## src/rtl/sa2_cache_pkg.sv

```systemverilog
package sa2_cache_pkg;
  typedef enum logic [1:0] {
    CMD_READ  = 2'd0,
    CMD_WRITE = 2'd1,
    CMD_INVAL = 2'd2,
    CMD_FLUSH = 2'd3
  } cmd_e;

  typedef enum logic [2:0] {
    ST_IDLE,
    ST_LOOKUP,
    ST_EVICT,
    ST_FILL,
    ST_WTWR,
    ST_SCAN,
    ST_DRAIN,
    ST_CLEAR
  } state_e;
endpackage

```

## src/rtl/sa2_tag_way.sv

```systemverilog
module sa2_tag_way #(
  parameter int SET_BITS = 2,
  parameter int TAG_W    = 6
) (
  input  logic                clk,
  input  logic                rst_n,
  input  logic [SET_BITS-1:0] idx,
  input  logic [TAG_W-1:0]    cmp_tag,
  input  logic                fill_en,
  input  logic                dirty_set,
  input  logic                dirty_clr,
  input  logic                clr_all,
  output logic                hit,
  output logic                valid,
  output logic                dirty,
  output logic [TAG_W-1:0]    tag
);
  localparam int SETS = 1 << SET_BITS;

  logic [SETS-1:0]  valid_q, valid_d;
  logic [SETS-1:0]  dirty_q, dirty_d;
  logic [TAG_W-1:0] tag_q [SETS];

  always_comb begin
    valid_d = valid_q;
    dirty_d = dirty_q;
    if (clr_all) begin
      valid_d = '0;
      dirty_d = '0;
    end else begin
      if (fill_en) begin
        valid_d[idx] = 1'b1;
        dirty_d[idx] = 1'b0;
      end
      if (dirty_set) dirty_d[idx] = 1'b1;
      if (dirty_clr) dirty_d[idx] = 1'b0;
    end
  end

  always_ff @(posedge clk or negedge rst_n) begin
    if (!rst_n) begin
      valid_q <= '0;
      dirty_q <= '0;
    end else begin
      valid_q <= valid_d;
      dirty_q <= dirty_d;
    end
  end

  always_ff @(posedge clk) begin
    if (fill_en) tag_q[idx] <= cmp_tag;
  end

  assign valid = valid_q[idx];
  assign dirty = dirty_q[idx];
  assign tag   = tag_q[idx];
  assign hit   = valid_q[idx] && (tag_q[idx] == cmp_tag);


  inval_empty_chk: assert property (@(posedge clk) disable iff (!rst_n)
    clr_all |=> (valid_q == '0));


  dirty_valid_chk: assert property (@(posedge clk) disable iff (!rst_n)
    (dirty_q & ~valid_q) == '0);


  fill_clean_chk: assert property (@(posedge clk) disable iff (!rst_n)
    (fill_en && !clr_all) |=> (valid_q[$past(idx)] && !dirty_q[$past(idx)]));
endmodule

```

## src/rtl/sa2_data_way.sv

```systemverilog
module sa2_data_way #(
  parameter int SET_BITS  = 2,
  parameter int WORD_BITS = 2,
  parameter int DATA_W    = 16
) (
  input  logic                          clk,
  input  logic                          wr_en,
  input  logic [SET_BITS+WORD_BITS-1:0] wr_idx,
  input  logic [DATA_W-1:0]             wr_data,
  input  logic [SET_BITS+WORD_BITS-1:0] rd_idx,
  output logic [DATA_W-1:0]             rd_data
);
  localparam int ENTRIES = 1 << (SET_BITS + WORD_BITS);

  logic [DATA_W-1:0] mem_q [ENTRIES];

  always_ff @(posedge clk) begin
    if (wr_en) mem_q[wr_idx] <= wr_data;
  end

  assign rd_data = mem_q[rd_idx];
endmodule

```

## src/rtl/sa2_use_bits.sv

```systemverilog
module sa2_use_bits #(
  parameter int SET_BITS = 2
) (
  input  logic                clk,
  input  logic                rst_n,
  input  logic                touch_en,
  input  logic [SET_BITS-1:0] touch_set,
  input  logic                touch_way,
  input  logic                clr_all,
  input  logic [SET_BITS-1:0] rd_set,
  output logic                mru_way
);
  localparam int SETS = 1 << SET_BITS;

  logic [SETS-1:0] mru_q, mru_d;

  always_comb begin
    mru_d = mru_q;
    if (clr_all)       mru_d = '0;
    else if (touch_en) mru_d[touch_set] = touch_way;
  end

  always_ff @(posedge clk or negedge rst_n) begin
    if (!rst_n) mru_q <= '0;
    else        mru_q <= mru_d;
  end

  assign mru_way = mru_q[rd_set];


  lru_touch_chk: assert property (@(posedge clk) disable iff (!rst_n)
    (touch_en && !clr_all) |=> (mru_q[$past(touch_set)] == $past(touch_way)));
endmodule

```

## src/rtl/sa2_cache.sv

```systemverilog
module sa2_cache
  import sa2_cache_pkg::*;
#(
  parameter int ADDR_W    = 10,
  parameter int DATA_W    = 16,
  parameter int SET_BITS  = 2,
  parameter int WORD_BITS = 2
) (
  input  logic              clk,
  input  logic              rst_n,
  input  logic              cpu_req,
  input  logic [1:0]        cpu_cmd,
  input  logic [ADDR_W-1:0] cpu_addr,
  input  logic [DATA_W-1:0] cpu_wdata,
  input  logic              wt_mode,
  output logic              cpu_ready,
  output logic              cpu_done,
  output logic [DATA_W-1:0] cpu_rdata,
  output logic              mem_req,
  output logic              mem_we,
  output logic [ADDR_W-1:0] mem_addr,
  output logic [DATA_W-1:0] mem_wdata,
  input  logic [DATA_W-1:0] mem_rdata,
  input  logic              mem_ack
);
  localparam int TAG_W = ADDR_W - SET_BITS - WORD_BITS;
  localparam int NWAYS = 2;

  // reset: asynchronous assertion, synchronous release
  logic [1:0] rst_pipe;
  logic       rst_ni;
  always_ff @(posedge clk or negedge rst_n) begin
    if (!rst_n) rst_pipe <= '0;
    else        rst_pipe <= {rst_pipe[0], 1'b1};
  end
  assign rst_ni = rst_pipe[1];

  state_e                st_q, st_d;
  cmd_e                  cmd_q;
  logic [ADDR_W-1:0]     addr_q;
  logic [DATA_W-1:0]     wdata_q;
  logic                  wt_q;
  logic [WORD_BITS-1:0]  beat_q, beat_d;
  logic [SET_BITS:0]     line_q, line_d;
  logic                  vict_q, vict_d;
  logic                  done_d;
  logic [DATA_W-1:0]     rdata_d;
  logic                  accept;

  logic [TAG_W-1:0]      req_tag;
  logic [SET_BITS-1:0]   req_set, rd_set;
  logic [WORD_BITS-1:0]  req_word, rd_word, wr_word;
  logic                  flushing, sel_way, hit_way, any_hit, vic_pick, mru_way;

  logic [NWAYS-1:0]      way_hit, way_valid, way_dirty;
  logic [NWAYS-1:0]      fill_en, dirty_set, dirty_clr, data_we;
  logic [TAG_W-1:0]      way_tag   [NWAYS];
  logic [DATA_W-1:0]     way_rdata [NWAYS];
  logic                  clr_all, touch_en;
  logic [DATA_W-1:0]     data_wdata;

  assign req_tag  = addr_q[ADDR_W-1 -: TAG_W];
  assign req_set  = addr_q[WORD_BITS +: SET_BITS];
  assign req_word = addr_q[WORD_BITS-1:0];
  assign flushing = (st_q == ST_SCAN) || (st_q == ST_DRAIN);
  assign rd_set   = flushing ? line_q[SET_BITS-1:0] : req_set;
  assign sel_way  = flushing ? line_q[SET_BITS] : vict_q;
  assign rd_word  = ((st_q == ST_EVICT) || (st_q == ST_DRAIN)) ? beat_q : req_word;
  assign wr_word  = (st_q == ST_FILL) ? beat_q : req_word;
  assign data_wdata = (st_q == ST_FILL) ? mem_rdata : wdata_q;
  assign any_hit  = |way_hit;
  assign hit_way  = way_hit[1];
  assign vic_pick = !way_valid[0] ? 1'b0 : (!way_valid[1] ? 1'b1 : ~mru_way);
  assign accept   = (st_q == ST_IDLE) && cpu_req;

  for (genvar w = 0; w < NWAYS; w++) begin : g_way
    sa2_tag_way #(.SET_BITS(SET_BITS), .TAG_W(TAG_W)) u_tag (
      .clk(clk), .rst_n(rst_ni), .idx(rd_set), .cmp_tag(req_tag),
      .fill_en(fill_en[w]), .dirty_set(dirty_set[w]), .dirty_clr(dirty_clr[w]),
      .clr_all(clr_all), .hit(way_hit[w]), .valid(way_valid[w]),
      .dirty(way_dirty[w]), .tag(way_tag[w])
    );
    sa2_data_way #(.SET_BITS(SET_BITS), .WORD_BITS(WORD_BITS), .DATA_W(DATA_W)) u_data (
      .clk(clk), .wr_en(data_we[w]), .wr_idx({req_set, wr_word}),
      .wr_data(data_wdata), .rd_idx({rd_set, rd_word}), .rd_data(way_rdata[w])
    );
  end

  sa2_use_bits #(.SET_BITS(SET_BITS)) u_use (
    .clk(clk), .rst_n(rst_ni), .touch_en(touch_en), .touch_set(req_set),
    .touch_way(hit_way), .clr_all(clr_all), .rd_set(rd_set), .mru_way(mru_way)
  );

  // next-state logic
  always_comb begin
    st_d      = st_q;
    beat_d    = beat_q;
    line_d    = line_q;
    vict_d    = vict_q;
    done_d    = 1'b0;
    rdata_d   = '0;
    fill_en   = '0;
    dirty_set = '0;
    dirty_clr = '0;
    data_we   = '0;
    clr_all   = 1'b0;
    touch_en  = 1'b0;
    mem_req   = 1'b0;
    mem_we    = 1'b0;
    mem_addr  = addr_q;
    mem_wdata = wdata_q;
    unique case (st_q)
      ST_IDLE: begin
        if (cpu_req) begin
          line_d = '0;
          unique case (cmd_e'(cpu_cmd))
            CMD_INVAL: st_d = ST_CLEAR;
            CMD_FLUSH: st_d = ST_SCAN;
            default:   st_d = ST_LOOKUP;
          endcase
        end
      end
      ST_LOOKUP: begin
        if (any_hit) begin
          touch_en = 1'b1;
          if (cmd_q == CMD_READ) begin
            done_d  = 1'b1;
            rdata_d = way_rdata[hit_way];
            st_d    = ST_IDLE;
          end else begin
            data_we[hit_way] = 1'b1;
            if (wt_q) begin
              st_d = ST_WTWR;
            end else begin
              dirty_set[hit_way] = 1'b1;
              done_d = 1'b1;
              st_d   = ST_IDLE;
            end
          end
        end else if ((cmd_q == CMD_WRITE) && wt_q) begin
          st_d = ST_WTWR;
        end else begin
          vict_d = vic_pick;
          beat_d = '0;
          st_d   = (way_valid[vic_pick] && way_dirty[vic_pick]) ? ST_EVICT : ST_FILL;
        end
      end
      ST_EVICT: begin
        mem_req   = 1'b1;
        mem_we    = 1'b1;
        mem_addr  = {way_tag[sel_way], rd_set, beat_q};
        mem_wdata = way_rdata[sel_way];
        if (mem_ack) begin
          beat_d = beat_q + 1'b1;
          if (&beat_q) st_d = ST_FILL;
        end
      end
      ST_FILL: begin
        mem_req  = 1'b1;
        mem_addr = {req_tag, req_set, beat_q};
        if (mem_ack) begin
          data_we[vict_q] = 1'b1;
          beat_d = beat_q + 1'b1;
          if (&beat_q) begin
            fill_en[vict_q] = 1'b1;
            st_d = ST_LOOKUP;
          end
        end
      end
      ST_WTWR: begin
        mem_req = 1'b1;
        mem_we  = 1'b1;
        if (mem_ack) begin
          done_d = 1'b1;
          st_d   = ST_IDLE;
        end
      end
      ST_SCAN: begin
        if (way_valid[sel_way] && way_dirty[sel_way]) begin
          beat_d = '0;
          st_d   = ST_DRAIN;
        end else if (&line_q) begin
          st_d = ST_CLEAR;
        end else begin
          line_d = line_q + 1'b1;
        end
      end
      ST_DRAIN: begin
        mem_req   = 1'b1;
        mem_we    = 1'b1;
        mem_addr  = {way_tag[sel_way], rd_set, beat_q};
        mem_wdata = way_rdata[sel_way];
        if (mem_ack) begin
          beat_d = beat_q + 1'b1;
          if (&beat_q) begin
            dirty_clr[sel_way] = 1'b1;
            if (&line_q) begin
              st_d = ST_CLEAR;
            end else begin
              line_d = line_q + 1'b1;
              st_d   = ST_SCAN;
            end
          end
        end
      end
      ST_CLEAR: begin
        clr_all = 1'b1;
        done_d  = 1'b1;
        st_d    = ST_IDLE;
      end
      default: st_d = ST_IDLE;
    endcase
  end

  // state registers
  always_ff @(posedge clk or negedge rst_ni) begin
    if (!rst_ni) begin
      st_q     <= ST_IDLE;
      beat_q   <= '0;
      line_q   <= '0;
      vict_q   <= 1'b0;
      cpu_done <= 1'b0;
    end else begin
      st_q     <= st_d;
      beat_q   <= beat_d;
      line_q   <= line_d;
      vict_q   <= vict_d;
      cpu_done <= done_d;
    end
  end

  // request capture and read data, clock-enabled, no reset
  always_ff @(posedge clk) begin
    if (accept) begin
      cmd_q   <= cmd_e'(cpu_cmd);
      addr_q  <= cpu_addr;
      wdata_q <= cpu_wdata;
      wt_q    <= wt_mode;
    end
    if (done_d) cpu_rdata <= rdata_d;
  end

  assign cpu_ready = (st_q == ST_IDLE) && rst_ni;


  hit_unique_chk: assert property (@(posedge clk) disable iff (!rst_ni)
    (st_q == ST_LOOKUP) |-> $onehot0(way_hit));


  done_pulse_chk: assert property (@(posedge clk) disable iff (!rst_ni)
    cpu_done |=> !cpu_done);


  mem_hold_chk: assert property (@(posedge clk) disable iff (!rst_ni)
    (mem_req && !mem_ack) |=> (mem_req && $stable(mem_addr) && $stable(mem_we) && $stable(mem_wdata)));


  idle_quiet_chk: assert property (@(posedge clk) disable iff (!rst_ni)
    cpu_ready |-> !mem_req);
endmodule

```

## config.mk

```make
export PLATFORM = sky130hd
export DESIGN_NAME = sa2_cache
export DESIGN_NICKNAME = d
export VERILOG_FILES = /design/src/rtl/sa2_cache_pkg.sv /design/src/rtl/sa2_tag_way.sv /design/src/rtl/sa2_data_way.sv /design/src/rtl/sa2_use_bits.sv /design/src/rtl/sa2_cache.sv
export SDC_FILE = /design/constraint.sdc
export NUM_CORES = 1
export LEC_CHECK = 0
export BUFFER_PORTS_ARGS = -buffer_cell sky130_fd_sc_hd__clkbuf_2
export CAP_MARGIN = 10
export CORE_MARGIN = 10
export CORE_UTILIZATION = 40
export CTS_CLUSTER_DIAMETER = 100
export DETAILED_ROUTE_END_ITERATION = 7
export SYNTH_ARGS = -nofsm -noshare
export SYNTH_HDL_FRONTEND = slang
export SYNTH_SLANG_ARGS = --single-unit
```

## constraint.sdc

```tcl
create_clock -name clk -period 3.8 [get_ports clk]
set_clock_uncertainty 0.15 [all_clocks]
set_input_delay 0.57 -clock clk [delete_from_list [all_inputs] [get_ports clk]]
set_output_delay 0.57 -clock clk [all_outputs]
set_load 0.005 [all_outputs]
```

==> run_results.csv, run 1 <==
group,metric,value,unit
place,post-dp-hpwl,47360,µm
global_route,antenna_found_initial,2,
setup_path,end_kind,"output port",
logic_synthesis,synthCells,1627,
setup_path,cp_cell_sequence,"nor2b_4 -> buf_6 -> a21oi_4 -> buf_12 -> buf_16 -> buf_16 -> buf_12 -> buf_12 -> mux4_2 -> nand2_1 -> a31oi_4 -> nand2_2 -> a31oi_4 -> clkbuf_2",
setup_path,worstPathArrival,3.38,ns
logic_synthesis,yosysSeqAreaShare,0.7111,
finish,final.fill_count,5261,
min_path,min_path_type,"in2reg",
clock_tree,clk_pin_slew,0.06,ns
detailed_routing,post-route-drc-count,0,
setup_path,rr_worst_depth,14,
sta,final-hold-violation-count,0,
sta,final.min_clock_period,4.095,ns
sta,worstMarginPinSlew,1.129,ns
die,coreArea,65980,µm²
clock_tree,clkLatencyLatePin,0.63,ns
run_status,violations,"negative setup slack",
logic_synthesis,postSynthNetCount,1679,
finish,multi_input_area,8300,µm²
logic_synthesis,synth_area_leaders,"edfxtp_1, mux4_2, nand2_1",
logic_synthesis,synth_warnings,0,
setup_path,worst-path-max-fanout,6,
global_route,grt_first_pass_wirelength,108600,µm
clock_tree,tritoncts,"done",
detailed_routing,drt-pass1-iter-count,7,
logic_synthesis,syn-mean-instance-area,16.39,µm²
clock_tree,cts_inserted_buffers,67,
flow_run,maxCapViolCount,0,
global_route,grt.overflow.total,0,
setup_path,cp.depth,14,
finish,drive_above_1_share,0.3731,
clock_tree,ctsLongestPathBuffers,3,
logic_synthesis,synth_edf_count,605,
finish,stdcell_area,34110,µm²
logic_synthesis,synth.distinct_cells,64,
sta,rsz0062_at_grt,"true",
die,die_w,278.2,µm
finish,antenna_cells,0,
min_path,worstHoldPathCells,1,
setup_path,cp_common_cell,"buf_12",
place,place_congestion,0.8977,
detailed_routing,detail_route.vias_per_cell,5.713,
power_and_ir_drop,ir_drop,330.3,µV
sta,fmax,244.2,MHz
power_and_ir_drop,leakage,0.01174,µW
run_status,status,"finished with violations",
setup_path,worst_path_max_delay_cell,"dfrtp_2",
global_route,grt_max_degree,42,
die,initial_utilization,0.4043,
logic_synthesis,synth_top_cell_by_area,"edfxtp_1",
detailed_routing,vias,16390,
setup_path,path_class,"reg2out",
clock_tree,cts_sinks,637,
die,row_count,94,
sta,fin_crit_sh,1.078,
logic_synthesis,synthFlopType,"edfxtp_1",
logic_synthesis,async_flop_share,0.05024,
global_route,grtUsageTotal,0.1878,
finish,seqCellArea,18970,µm²
place,place_ws,-0.07057,ns
sta,fin_ws,-0.2950,ns
setup_path,cp.buffers_inverters,7,
setup_path,critical_path.max_stage_delay,0.43,ns
sta,setup_violations,415,
logic_synthesis,synth_area,26670,µm²
die,io_pins,95,
finish,finalNonFillerCells,2869,
setup_path,crit_family,"buffers and inverters",
detailed_routing,drtIter0Drc,1696,
detailed_routing,drtAntennaViolNets,0,
place,port_buffers,94,
finish,utilization,0.5170,
logic_synthesis,ys_ff_latch,637,
place,dpl_cell_area,29690,µm²
power_and_ir_drop,total_power,25430,µW
place,dpl.cell_count,2657,
setup_path,start_kind,"flop",
detailed_routing,wire_per_inst,25.94,µm
logic_synthesis,synth_top_cell_area_share,0.6811,
die,die-area,77410,µm²
setup_path,crit_required,3.08,ns
clock_tree,cts_root_buf,"clkbuf_16",
finish,nets,2005,
sta,drv_slew,0,
global_route,grt_pass1_vias,16420,
finish,area_growth,27.89,%
sta,slew_headroom,0.2392,
detailed_routing,totalWireLength,74430,µm
clock_tree,cts_max_level,3,
power_and_ir_drop,cellPowerDensity,745.5,nW/µm²
die,die_h,278.2,µm
==> power by group <==
group | total [µW] | switching [µW] | internal (µW)
logic | 10300 | 5980 | 4330
clock network | 6350 | 2770 | 3580
registers | 8770 | 179 | 8590
total | 25400 | 8930 | 16500
==> synth_stat cells (8+ instances only) <==
cell      number
edfxtp_1     605
mux4_2       147
buf_2         24
nand2b_1      13
o21ai_0       32
inv_1         11
nor3_1        25
a21oi_1       24
xnor2_1        8
nor2_1        83
dfrtp_1       32
and3_1        47
mux2i_1       26
nand3_1       21
o21a_1        13
nand2_1      286
o211ai_1      13
clkbuf_1      49
buf_1         18
a31oi_1       62
==> sequential cells by signal, summed over array words and instances, names as in the netlist <==
| signal | count |
|---|---|
| beat_q | 2 |
| cpu_rdata | 16 |
| wdata_q | 16 |
| g_way.u_tag.valid_q | 8 |
| cpu_done | 1 |
| wt_q | 1 |
| st_q | 3 |
| rst_pipe | 2 |
| g_way.u_tag.dirty_q | 8 |
| line_q | 3 |
| g_way.u_tag.tag_q | 48 |
| u_use.mru_q | 4 |
| addr_q | 10 |
| g_way.u_data.mem_q | 512 |
| cmd_q | 2 |
| vict_q | 1 |
==> cells by family (layout without fill, tap and decap cells) <==
family / Yosys count / count (layout) / synth area share
flip-flops: 637 / 637 / 0.7111
AO/OA/AOI/OAI: 183 / 184 / 0.04475
AND/OR/NAND/NOR: 504 / 504 / 0.08308
XOR/XNOR: 14 / 14 / 0.005864
other: 1 / 1 / 0.0001406
adder cells (fa/ha/maj): 3 / 3 / 0.001407
multiplexers: 175 / 175 / 0.1347
buffers and inverters: 110 / 487 / 0.01890
==> path summary, 6_finish.rpt <==
| kind | startpoint | endpoint | slack (ns) |
|---|---|---|---|
| worst max-delay path | st_q[0] | mem_wdata[3] | -0.30 |
| min in group asynchronous | rst_n | rst_pipe[0] | 0.14 |
| worst max register to register | st_q[0] | g_way[1].u_data.mem_q[5][14] | -0.12 |
| worst min-delay path | cpu_addr[1] | addr_q[1] | 0.06 |
| max in group asynchronous | rst_pipe[1] | st_q[0] | 3.00 |
| worst min register to register | rst_pipe[1] | cpu_done | 0.15 |
==> placed cells by master, fill, tap and decap left out, types with 25 or more instances in the layout <==
cell type        n
buf_6           29
buf_12          52
nand2_2         39
dfrtp_1         29
edfxtp_1       605
clkbuf_16       72
mux4_2         147
a31oi_4         25
nand2_1        246
clkbuf_2        86
buf_4          134
dlygate4sd3_1   27
o21ai_0         27
mux2i_1         25
a31oi_1         27
nor2_1          63
==> routing by layer <==
| layer | routed length, µm | vias up | global-route usage | part of all wire |
|---|---|---|---|---|
| met5 | 20 | - | 0 | 0.00027 |
| met4 | 2066 | 4 | 0.06187 | 0.028 |
| met3 | 7140 | 131 | 0.04335 | 0.096 |
| met2 | 34640 | 794 | 0.2950 | 0.47 |
| met1 | 30560 | 8420 | 0.2557 | 0.41 |
| li1 | - | 7043 | - | - |
==> metrics by stage <==
stage	TNS, ns	hold WS [ns]
after floorplan	-98.46	0.1244
after global routing	-68.93	0.04664
after detailed placement	-0.2957	0.1563
final	-20.11	0.06008
after CTS	-3.799	0.01484
after global placement	-0.08500	0.1435
==> final cells by class <==
cell class / instances / share of cell area
timing repair buffer: 355 / 0.1056
clock buffer: 86 / 0.05241
inverter: 11 / 0.001210
multi-input combinational: 881 / 0.2433
tap: 864 / 0.03169
sequential: 637 / 0.5562
clock inverter: 35 / 0.009610
==> what timing repair did <==
action / CTS / global route
gates resized for setup: 153 / 122
pin swaps: 47 / 63
endpoints found under the setup margin: 57 / 530
gates cloned: 10 / 7
hold buffers: 27 / 0
setup buffers: 23 / 32
hold endpoints to repair: 28 / 0
==> worst register-to-register path, stage by stage (launching register included) <==
cell and delay (ns):
dfrtp_2 0.43, buf_4 0.16, xor2_4 0.27, buf_6 0.14, and3_4 0.20, a21o_1 0.18, buf_6 0.12, mux4_2 0.51
xnor2_2 0.22, nand4b_4 0.16, o31ai_4 0.36, buf_4 0.19, nand3_4 0.11, nor2_4 0.21, clkbuf_16 0.20
Power figures use the tool's default switching activity.
==> run 2, diff against run 1 <==
- MAX_ROUTING_LAYER: default -> met4
- clock period: 3.8 -> 3.49 ns (I/O delays scaled with it)
==> run_results.csv, run 2 (synthesis results as in run 1) <==
group,metric,value,unit
run_status,status,"finished with violations",
run_status,violations,"negative setup slack",
global_route,grt_first_pass_wirelength,117000,µm
sta,setup_violations,558,
clock_tree,cts_root_buf,"clkbuf_16",
sta,fin_ws,-0.5270,ns
setup_path,critical_path.max_stage_delay,0.41,ns
min_path,min_path_type,"in2reg",
global_route,grtUsageTotal,0.2089,
finish,final.fill_count,5189,
sta,slew_headroom,0.1016,
sta,worstMarginPinSlew,1.343,ns
finish,top_register,"g_way.u_data.mem_q",
setup_path,crit_required,2.82,ns
finish,area_growth,31.20,%
global_route,use_met2,0.3241,
die,initial_utilization,0.4043,
finish,antenna_cells,0,
global_route,grt_pass1_vias,17300,
clock_tree,ctsLongestPathBuffers,3,
setup_path,path_class,"reg2out",
detailed_routing,vias,16890,
setup_path,cp.buffers_inverters,7,
die,row_count,94,
global_route,grt_max_degree,34,
finish,nets,2086,
detailed_routing,wire_per_inst,26.98,µm
clock_tree,cts_max_level,3,
die,coreArea,65980,µm²
die,die_w,278.2,µm
finish,drive_above_1_share,0.3848,
clock_tree,clkLatencyLatePin,0.61,ns
power_and_ir_drop,leakage,0.01231,µW
detailed_routing,drtIter0Drc,1870,
clock_tree,cts_inserted_buffers,71,
setup_path,cp_common_cell,"buf_6",
die,die-area,77410,µm²
die,die_h,278.2,µm
clock_tree,clk_pin_slew,0.06,ns
sta,final-hold-violation-count,0,
detailed_routing,post-route-drc-count,0,
setup_path,start_kind,"flop",
detailed_routing,detail_route.vias_per_cell,5.723,
sta,hold_ws,0.07406,ns
place,place_congestion,0.9306,
finish,finalNonFillerCells,2951,
sta,rsz0062_at_grt,"true",
sta,fin_crit_sh,1.151,
setup_path,worst-path-max-fanout,10,
finish,final_common_cell,"edfxtp_1",
place,dpl.cell_count,2710,
finish,utilization,0.5304,
detailed_routing,totalWireLength,79610,µm
finish,final_cell_mix,"edfxtp_1, nand2_1, buf_4, mux4_2, clkbuf_2",
setup_path,worst_path_max_delay_cell,"dfrtp_2",
place,place_ws,-0.1823,ns
sta,fmax,248.9,MHz
detailed_routing,drt-pass1-iter-count,5,
clock_tree,cts_sinks,637,
sta,final.min_clock_period,4.017,ns
power_and_ir_drop,cellPowerDensity,817.0,nW/µm²
power_and_ir_drop,ir_drop,416.1,µV
setup_path,crit_family,"buffers and inverters",
global_route,busiest_layer,"met2",
place,port_buffers,94,
global_route,grtUsageMet1,0.2659,
sta,drv_slew,0,
setup_path,end_kind,"output port",
global_route,use_met3,0.04854,
power_and_ir_drop,total_power,28590,µW
setup_path,cp_cell_sequence,"buf_6 -> nor2b_4 -> buf_6 -> a21oi_4 -> buf_12 -> buf_16 -> buf_6 -> mux4_2 -> nand2_1 -> and3_1 -> a31oi_1 -> buf_4 -> nand2_1 -> a31oi_2 -> buf_2",
finish,top_regs,"g_way.u_data.mem_q (512), g_way.u_tag.tag_q (48)",
detailed_routing,drtAntennaViolNets,0,
global_route,grt.overflow.total,0,
clock_tree,tritoncts,"done",
flow_run,maxCapViolCount,0,
place,post-dp-hpwl,51080,µm
finish,largest_reg_flops,512,
global_route,antenna_found_initial,0,
die,io_pins,95,
setup_path,worstPathArrival,3.34,ns
run 2: final timing paths:
path | startpoint | endpoint | slack [ns] | cells after the start
worst min register to register | rst_pipe[1] | cpu_done | 0.14 | 1
worst max-delay path | st_q[0] | mem_wdata[8] | -0.53 | 15
worst min-delay path | cpu_cmd[0] | cmd_q[0] | 0.07 | 1
min in group asynchronous | rst_n | rst_pipe[0] | 0.12 | 2
worst max register to register | st_q[0] | g_way[0].u_data.mem_q[6][3] | -0.25 | 16
max in group asynchronous | rst_pipe[1] | st_q[1] | 2.70 | 1
run 2: cell type report:
type | count | area (µm²) | share of cell area
flip-flops and latches | 637 | 18970 | 0.5421
multi-input cells | 881 | 8199 | 0.2343
repair buffers | 432 | 4509 | 0.1289
clock buffers | 82 | 1839 | 0.05256
well taps | 864 | 1081 | 0.03089
clock inverters | 44 | 352.8 | 0.01008
inverters | 11 | 41.29 | 0.001180
run 2: power by group:
| group | switching [µW] | leakage (µW) | total, µW | internal [µW] |
|---|---|---|---|---|
| sequential | 154 | 0.00590 | 9510 | 9350 |
| clock | 3030 | 0.00108 | 7120 | 4090 |
| combinational | 6790 | 0.00533 | 12000 | 5170 |
run 2: worst register-to-register path, stage by stage (launching register included):
cell and delay [ns]:
dfrtp_2 0.41, buf_6 0.14, buf_12 0.12, xnor2_4 0.17, nor3_2 0.07, or2_4 0.29
buf_6 0.14, o211a_1 0.23, or3_4 0.34, nand4b_4 0.12, buf_4 0.13, nor2_4 0.05
o32a_4 0.39, buf_4 0.17, buf_4 0.14, nor3_4 0.14, buf_12 0.21
run 2: per-layer routing:
layer	part of all wire	routed length, µm
met5	0	0
met4	0.037	2983
met3	0.088	7015
met2	0.47	37420
met1	0.40	32190
run 2: repair_timing:
item                                    in CTS  in global routing
gates cloned                                14                  2
setup buffers                               45                 29
hold buffers                                28                  0
resized for setup                          150                 67
endpoints found under the setup margin     441                573
endpoints found under the hold margin       29                  0
pin swaps                                   37                 21
run 2: stage by stage:
stage	instance area (µm²)	TNS (ns)
after detailed placement	30500	-16.62
after global routing	34990	-111.20
after floorplan	26890	-56.27
after CTS	34460	-49.07
final	34990	-70.04
after global placement	30500	-18.40
==> run 3, diff against run 2 <==
- CELL_PAD_IN_SITES_DETAIL_PLACEMENT: default -> 1
- CELL_PAD_IN_SITES_GLOBAL_PLACEMENT: default -> 2
- CORE_UTILIZATION: 40 -> 42
- PLACE_DENSITY_LB_ADDON: default -> 0.1
==> run_results.csv, run 3 (synthesis results as in run 1) <==
group,metric,value,unit
finish,drive_above_1_share,0.4007,
setup_path,start_kind,"flop",
finish,multi_input_area,8411,µm²
power_and_ir_drop,leakage,0.01236,µW
die,row_count,92,
finish,final_common_cell,"edfxtp_1",
power_and_ir_drop,sequentialPowerShare,0.318,
setup_path,worstPathArrival,3.37,ns
finish,top_register,"g_way.u_data.mem_q",
clock_tree,cts_sinks,637,
setup_path,timing.rr.start,"st_q[1]",
min_path,min_path_type,"in2reg",
min_path,worstHoldPathCells,1,
finish,largest_reg_flops,512,
finish,top_regs,"g_way.u_data.mem_q (512), g_way.u_tag.tag_q (48)",
place,place_ws,-0.2412,ns
sta,rsz0062_at_grt,"true",
setup_path,end_kind,"output port",
place,port_buffers,94,
flow_run,maxCapViolCount,0,
setup_path,crit_required,2.82,ns
die,coreArea,62970,µm²
clock_tree,cts_inserted_buffers,72,
sta,slew_headroom,0.3636,
setup_path,rr_worst_depth,18,
global_route,grt_first_pass_wirelength,129100,µm
die,initial_utilization,0.4236,
clock_tree,clk_pin_slew,0.06,ns
sta,fin_setup_tns,-162.26,ns
run_status,status,"finished with violations",
clock_tree,cts_root_buf,"clkbuf_16",
min_path,hold_end,"cmd_q[1]",
finish,final.fill_count,5800,
clock_tree,cts_max_level,3,
detailed_routing,detail_route.vias_per_cell,5.794,
setup_path,path_class,"reg2out",
power_and_ir_drop,p_int,19100,µW
sta,fin_crit_sh,1.157,
sta,worstMarginPinSlew,0.9515,ns
detailed_routing,drt-pass1-iter-count,5,
sta,fmax,247.6,MHz
power_and_ir_drop,ir_drop,419.2,µV
setup_path,worst-path-max-fanout,8,
power_and_ir_drop,pwr-share-comb,0.427,
clock_tree,ctsLongestPathBuffers,3,
setup_path,worst-r2r-setup-slack,-0.42,ns
place,place_congestion,0.8442,
detailed_routing,post-route-drc-count,0,
die,die-area,73990,µm²
global_route,grtUsageTotal,0.2496,
clock_tree,clkLatencyLatePin,0.61,ns
detailed_routing,vias,16950,
power_and_ir_drop,p_sw,10740,µW
sta,final-hold-violation-count,0,
finish,nets,2076,
die,io_pins,95,
place,post-dp-hpwl,58030,µm
power_and_ir_drop,cellPowerDensity,844.6,nW/µm²
power_and_ir_drop,clockPowerShare,0.255,
detailed_routing,drtIter0Drc,1581,
global_route,grt_pass1_vias,17700,
finish,area_growth,32.48,%
global_route,grt.overflow.total,0,
sta,fin_ws,-0.5492,ns
clock_tree,tritoncts,"done",
global_route,antenna_found_initial,1,
finish,final_cell_mix,"edfxtp_1, nand2_1, buf_4, mux4_2, clkbuf_2",
min_path,hp-start,"cpu_cmd[1]",
run_status,violations,"negative setup slack",
die,die_h,272.0,µm
detailed_routing,drtAntennaViolNets,0,
global_route,grt_max_degree,33,
finish,stdcell_area,35340,µm²
sta,setup_violations,576,
sta,final.min_clock_period,4.039,ns
die,die_w,272.0,µm
detailed_routing,wire_per_inst,31.36,µm
finish,seqCellArea,18970,µm²
sta,drv_slew,0,
place,dpl_cell_area,30370,µm²
detailed_routing,totalWireLength,91750,µm
power_and_ir_drop,sw_frac_of_total,0.3600,
setup_path,timing.rr.end,"g_way[0].u_data.mem_q[8][6]",
## run 3: how the worst max path moves through the flow
| stage | from | end | slack [ns] | depth (start not counted) |
|---|---|---|---|---|
| floorplan | st_q[0] | g_way[0].u_data.mem_q[0][0] | -0.19 | 11 |
| global placement | st_q[1] | mem_wdata[11] | -0.19 | 13 |
| detailed placement | st_q[1] | mem_wdata[8] | -0.24 | 14 |
| CTS | st_q[0] | mem_wdata[2] | -0.50 | 15 |
| global route | st_q[0] | mem_wdata[3] | -0.63 | 14 |
| finish | st_q[0] | mem_wdata[3] | -0.55 | 14 |
## run 3: layout make-up
class / count / area share
repair buffers: 421 / 0.1272
multi-input cells: 881 / 0.2380
clock buffers: 86 / 0.05364
flip-flops and latches: 637 / 0.5368
clock inverters: 43 / 0.01317
inverters: 11 / 0.001168
well taps: 846 / 0.02996
diodes: 1 / 0.00007082
## run 3: power by group through the flow
stage	clock, µW	sequential [µW]	combinational (µW)
6_report	7600	9500	12700
5_1_grt	8060	9510	13400
4_1_cts	7730	9500	12000
3_5_place_dp	0	9650	10300
3_3_place_gp	0	9640	10100
2_1_floorplan	0	9610	5140
## run 3: what timing repair did
action / in CTS / in global routing
pin swaps: 42 / 43
cloned: 14 / 10
hold endpoints to repair: 29 / 0
gates resized for setup: 195 / 79
setup endpoints to repair: 557 / 579
hold buffers: 28 / 0
setup buffers: 34 / 30
## run 3: routing by layer
layer,global-route usage,routed length (µm)
met5,-,0
met2,0.3829,43390
met1,0.3273,38920
met4,0.07909,3149
met3,0.05757,6285
## run 3: critical path: stages (launching register included)
cell and delay (ns):
dfrtp_1 0.39, buf_6 0.13, nor2b_4 0.14, buf_6 0.12, a21oi_4 0.06, buf_12 0.16
buf_4 0.15, buf_12 0.15, mux4_2 0.35, nand2_1 0.06, and3_1 0.18, a31oi_2 0.25
nand2_1 0.15, a31oi_4 0.26, clkbuf_2 0.17
## run 3: per-stage QoR
| step | util | instances | total power [µW] | hold WS, ns |
|---|---|---|---|---|
| final | 0.5612 | 2926 | 29850 | 0.05777 |
| after global routing | 0.5612 | 2925 | 31010 | 0.02575 |
| after CTS | 0.5493 | 2892 | 29250 | 0.03247 |
| after detailed placement | 0.4823 | 2689 | 19940 | 0.1610 |
| after global placement | 0.4818 | 2687 | 19790 | 0.1599 |
| after floorplan | - | 1627 | 14760 | 0.07791 |
